[src/rtl/aes_sbox_pkg.sv]
package aes_sbox_pkg;

  localparam int BYTE_W = 8;
  localparam logic [BYTE_W-1:0] AFFINE_C = 8'h63;
  localparam logic [BYTE_W-1:0] POLY_LOW = 8'h1B;

  // Multiply two field elements modulo x^8+x^4+x^3+x+1.
  function automatic logic [BYTE_W-1:0] gf_mul(input logic [BYTE_W-1:0] a,
                                               input logic [BYTE_W-1:0] b);
    logic [BYTE_W-1:0] acc;
    logic [BYTE_W-1:0] sh;
    acc = '0;
    sh  = a;
    for (int i = 0; i < BYTE_W; i++) begin
      if (b[i]) acc = acc ^ sh;
      sh = sh[BYTE_W-1] ? ((sh << 1) ^ POLY_LOW) : (sh << 1);
    end
    return acc;
  endfunction

  // Inverse as x^254 by repeated squaring; zero stays zero.
  function automatic logic [BYTE_W-1:0] gf_inv(input logic [BYTE_W-1:0] x);
    logic [BYTE_W-1:0] p;
    logic [BYTE_W-1:0] r;
    p = x;
    r = 8'h01;
    for (int i = 0; i < 7; i++) begin
      p = gf_mul(p, p);
      r = gf_mul(r, p);
    end
    return r;
  endfunction

  function automatic logic [BYTE_W-1:0] rotl8(input logic [BYTE_W-1:0] v, input int k);
    return (v << k) | (v >> (BYTE_W - k));
  endfunction

  function automatic logic [BYTE_W-1:0] sbox_fwd(input logic [BYTE_W-1:0] x);
    logic [BYTE_W-1:0] b;
    b = gf_inv(x);
    return b ^ rotl8(b, 1) ^ rotl8(b, 2) ^ rotl8(b, 3) ^ rotl8(b, 4) ^ AFFINE_C;
  endfunction

endpackage

[src/rtl/aes_byte_rotl.sv]
module aes_byte_rotl #(
  parameter int LANES  = 4,
  parameter int BYTE_W = 8,
  localparam int DW    = LANES * BYTE_W,
  localparam int SEL_W = (LANES > 1) ? $clog2(LANES) : 1
) (
  input  logic [DW-1:0]    din,
  input  logic [SEL_W-1:0] amt,
  output logic [DW-1:0]    dout
);

  logic [2*DW-1:0] dbl;
  logic [DW-1:0]   cand [LANES];

  assign dbl = {din, din};

  for (genvar s = 0; s < LANES; s++) begin : g_rot
    assign cand[s] = dbl[2*DW-1-s*BYTE_W -: DW];
  end

  always_comb begin
    dout = cand[0];
    for (int s = 0; s < LANES; s++) begin
      if (amt == SEL_W'(s)) dout = cand[s];
    end
  end

endmodule

[src/rtl/aes_sbox_lane.sv]
module aes_sbox_lane
  import aes_sbox_pkg::*;
(
  input  logic [BYTE_W-1:0] din,
  output logic [BYTE_W-1:0] dout
);

  always_comb dout = sbox_fwd(din);

endmodule

[src/rtl/aes_rot_sbox_unit.sv]
module aes_rot_sbox_unit #(
  parameter int              DATA_W      = 32,
  parameter int              OP_W        = 4,
  parameter logic [OP_W-1:0] UNIT_OPCODE = 4'hA,
  localparam int             LANES       = DATA_W / aes_sbox_pkg::BYTE_W,
  localparam int             ROT_W       = (LANES > 1) ? $clog2(LANES) : 1
) (
  input  logic              clk,
  input  logic              rst,
  input  logic              issue_valid,
  input  logic [OP_W-1:0]   issue_op,
  input  logic [DATA_W-1:0] operand,
  input  logic [ROT_W-1:0]  rot_amt,
  output logic [DATA_W-1:0] result,
  output logic              result_valid
);
  localparam int BW = aes_sbox_pkg::BYTE_W;

  logic [DATA_W-1:0] rotated;
  logic [DATA_W-1:0] substituted;
  logic              accept;

  assign accept = issue_valid && (issue_op == UNIT_OPCODE);

  aes_byte_rotl #(.LANES(LANES), .BYTE_W(BW)) u_rot (
    .din (operand),
    .amt (rot_amt),
    .dout(rotated)
  );

  for (genvar k = 0; k < LANES; k++) begin : g_lane
    aes_sbox_lane u_sbox (
      .din (rotated[k*BW +: BW]),
      .dout(substituted[k*BW +: BW])
    );
  end

  always_ff @(posedge clk) begin
    if (rst) begin
      result       <= '0;
      result_valid <= 1'b0;
    end else begin
      result_valid <= accept;
      if (accept) result <= substituted;
    end
  end

endmodule

[config.mk]
export PLATFORM = sky130hd
export DESIGN_NAME = aes_rot_sbox_unit
export DESIGN_NICKNAME = d
export VERILOG_FILES = /design/src/rtl/aes_sbox_pkg.sv /design/src/rtl/aes_byte_rotl.sv /design/src/rtl/aes_sbox_lane.sv /design/src/rtl/aes_rot_sbox_unit.sv
export SDC_FILE = /design/constraint.sdc
export NUM_CORES = 2
export LEC_CHECK = 0
export BUFFER_PORTS_ARGS = -buffer_cell sky130_fd_sc_hd__buf_2
export CAP_MARGIN = 40
export CELL_PAD_IN_SITES_DETAIL_PLACEMENT = 1
export CELL_PAD_IN_SITES_GLOBAL_PLACEMENT = 2
export CORE_ASPECT_RATIO = 1.2
export CORE_MARGIN = 1.5
export CORE_UTILIZATION = 36
export DETAILED_ROUTE_END_ITERATION = 8
export MAX_ROUTING_LAYER = met4
export PLACE_DENSITY = 0.77
export SYNTH_ARGS = -nofsm -noshare
export SYNTH_HDL_FRONTEND = slang
export SYNTH_SLANG_ARGS = --single-unit
[constraint.sdc]
create_clock -name clk -period 18.2 [get_ports clk]
set_clock_uncertainty 0.15 [all_clocks]
set_input_delay 1.82 -clock clk [delete_from_list [all_inputs] [get_ports clk]]
set_output_delay 1.82 -clock clk [all_outputs]
set_load 0.01 [all_outputs]
==> results.md <==
- Main combinational cell family by area after synthesis: XOR/XNOR gates
- FF-to-FF setup slack: 17.36 ns
- Via Count: 63600
- Max Freq: between 50 and 60 MHz
- Count of final setup violators: 0
- Clock sinks: 33
- Synth Area in Compound Gates: 20.3%
- Seq/Total Area, Yosys: between 1 and 1.5%
- Outcome: finished, violations left
- Initial antenna violation count: 2
- Post-Synth XOR/XNOR Area: between 40 and 50%
- Syn Inst Count: between 8000 and 9000
- Post-synthesis adder-cell area fraction: less than 1%
- Synth cell types: 134
- Global-route congestion overflow total: 0
- Maxcap violations: 0
- Worst Setup Slack, final: around 0.66 ns
- Least-Margin Pin Slew: around 0.95 ns
- CTS tree: done
- Arrival time worst endpoint: approximately 18 ns
- Initial Util: 36.3%
- Height of the die: between 400 and 500 um
- Antenna viol nets, final: 0
- Routability cong.: around 0.9
- Worst EP required: 18.26 ns
- Hold Path Depth: 2
- Pre-CTS WS: -1.08 ns
- DR iter-0 viols: ~4000
- Hpwl dp: 178 mm
- HP Class: register to register
- Period utilization: between 90 and 100%
- Largest net degree at the start of global routing: 37
- Hold slack: 0.299 ns
- Post-synth net total: roughly 8500
- Io pins: 74
- Num CTS Buffers: 5
- Failing checks: design-rule violations
- PortBufs: 73
- Slowest CP cell: xnor3_1
- Simple-gate share of the synthesized area: 22.2%
- Slowest Stage Delay on Critical Path: 0.58 ns
- Syn. warnings: 0
- Slew HR: 36.3%
- Worst-Skew Late Latency: about 0.27 ns
- Reg2Reg Capture Point: result[1]$_SDFFE_PP0P_
- Top FF cell, synth: dfxtp_1
- Mux share of post-synthesis cell area: between 5 and 6%
- Final Max Tran Viols: 0
- Worst Path Max Fanout: 22
- Clk pin slew, worst setup/hold paths: 0.06 ns
- Share of cells above drive strength 1: 18.3%
- Crit. End Element: register
- # rows: 167
- Syn Area/Cell: roughly 7.4 um2
- Hold worst-path end: result[2]$_SDFFE_PP0P_
- Mapped Area: 62600 um2
- Core footprint: 173000 um2
- Final core occ: 41.5%
- RR Startpoint: result[1]$_SDFFE_PP0P_
- Final WL: 235 mm
- Vias in the first global route: roughly 66000
- Nets: 8763
- R2R depth: 3
- Top cell by count, worst path: xnor3_1
- Max clock buf depth: 2
- Full die area: 176000 um2
- Hold Fails Final Rpt: 0
- WS Path Type: input port to register
- Worst setup SP type: input port
- H-tree Lvls: 2
- Post-route minimum period: about 18 ns
- Area Overhead vs Synth: 14.6%
- Hold path start: result[2]$_SDFFE_PP0P_
- Ys async rst share: 0%
- Die W: 384 um
- Root buffer cell: clkbuf_16
- Post-synth EDFFs: 0
- Iteration count of the initial detailed-routing pass: 8
- First-pass GRT wire length: 375 mm
- DR DRC count: 1
- Vias per inst: 5.79
- GRT Util Overall: a little over a quarter
- Seq cells post-synth: 33
- DR WL/cell: roughly 21 um
[through the flow]
stage | instances | cell area [um2] | setup TNS [ns]
finish | 11000 | 71700 | 0
global route | 11000 | 71700 | -0.928
CTS | 10900 | 69300 | 0
detailed placement | 10900 | 68800 | -16.11
global placement | 10800 | 68500 | -7.81
floorplan | 8474 | 62800 | 0
[sequential cells by signal, summed over array words and instances, names as in the netlist]
name,flops
result,32
result_valid,1
[kinds of logic (layout without fill, tap and decap cells)]
kind of cell,Yosys count,in the layout
xor gates and xnor gates,2379,2379
muxes,305,305
adders and majority gates,30,30
other,0,1
DFF,33,33
and+or+nand+nor,3119,3119
buffers and inverters,716,937
AOI/OAI and AO/OA,1892,1892
[cells in the final DEF, fill, tap and decap left out, types with 73 or more instances in the layout]
master	count
o22ai_1	110
nand3_1	228
nor2_1	1155
xnor2_2	210
buf_4	717
nor3_1	280
a31oi_1	87
nand2_1	911
xnor3_1	290
a21oi_1	456
xor2_1	322
xnor2_1	1303
buf_2	73
mux2i_1	212
o211ai_1	82
a22oi_1	74
a211oi_1	90
o21ai_0	324
[final cells by class]
type / count / area [um2]
timing repair buffer: 820 / 6140
clock buffer: 6 / 139
tap: 2281 / 2850
sequential: 33 / 661
multi-input combinational: 7725 / 61500
antenna: 1 / 2.50
fill: 21300 / 101000
clock inverter: 2 / 13.8
inverter: 109 / 427
[worst max-delay path, delay by kind of cell]
family / cells / cell delay, ns
buf+inv: 8 / 1.52
mux: 6 / 1.96
fa+ha+maj: 3 / 1.07
xor+xnor: 22 / 7.07
simple gates: 8 / 1.74
compound gates: 12 / 2.41
[cell usage after synthesis (all sizes together), types with 25 or more instances]
cell     count  area [um2]
nor3       298        1530
nand2b      57         357
nor2b       38         238
o311ai      26         258
o21ai      395        1980
nor2      1178        4460
o22ai      112         713
ha          28         350
dfxtp       33         661
mux2        46         518
a311oi      25         225
a211o       32         280
a31oi       96         619
a221oi      31         302
and2        58         367
a32oi       31         287
buf        242        1370
o31ai       36         299
xnor3      353        7990
and3        51         324
mux2i      224        2270
a21oi      470        2370
a2111oi     36         343
a211oi     107         828
o221ai      30         275
xnor2     1566       14900
a22oi       79         608
o211ai      82         616
inv         86         323
or2         40         250
xor3        55        1320
nand4       67         419
nor4        50         325
xor2       405        3950
o21a        42         315
clkbuf     365        1370
mux4        35         788
or3         43         269
a21o        42         315
nand2      918        3470
or4         29         218
nand3      232        1180
[per-layer routing]
layer  wire length (um)  track usage [%]  up-vias
li1                   -                -    30300
met1             105000             33.1    32000
met2             121000             47.5      975
met3               4420            0.536      298
met4               4560             5.27        0
met5                  0                -        -
[timing repair]
item | 4_1_cts | 5_1_grt
endpoints found under the setup margin | 27 | 32
pin swaps | 17 | 76
resized for setup | 44 | 272
setup buffers | 17 | 99
hold buffers | 0 | 0
[how the worst max path moves through the flow]
stage	from	endpoint	slack, ns	cells past startpoint
2_1_floorplan	rot_amt[1]	result[12]$_SDFFE_PP0P_	0.01	79
3_3_place_gp	rot_amt[1]	result[14]$_SDFFE_PP0P_	-0.90	68
3_5_place_dp	rot_amt[1]	result[14]$_SDFFE_PP0P_	-1.08	68
4_1_cts	rot_amt[1]	result[6]$_SDFFE_PP0P_	0.02	66
5_1_grt	rot_amt[1]	result[4]$_SDFFE_PP0P_	-0.08	69
6_report	rot_amt[1]	result[21]$_SDFFE_PP0P_	0.66	59
Power is left out: the tool's default activity adds up to more than one toggle a clock period on the data nets, which glitch-free logic cannot reach.
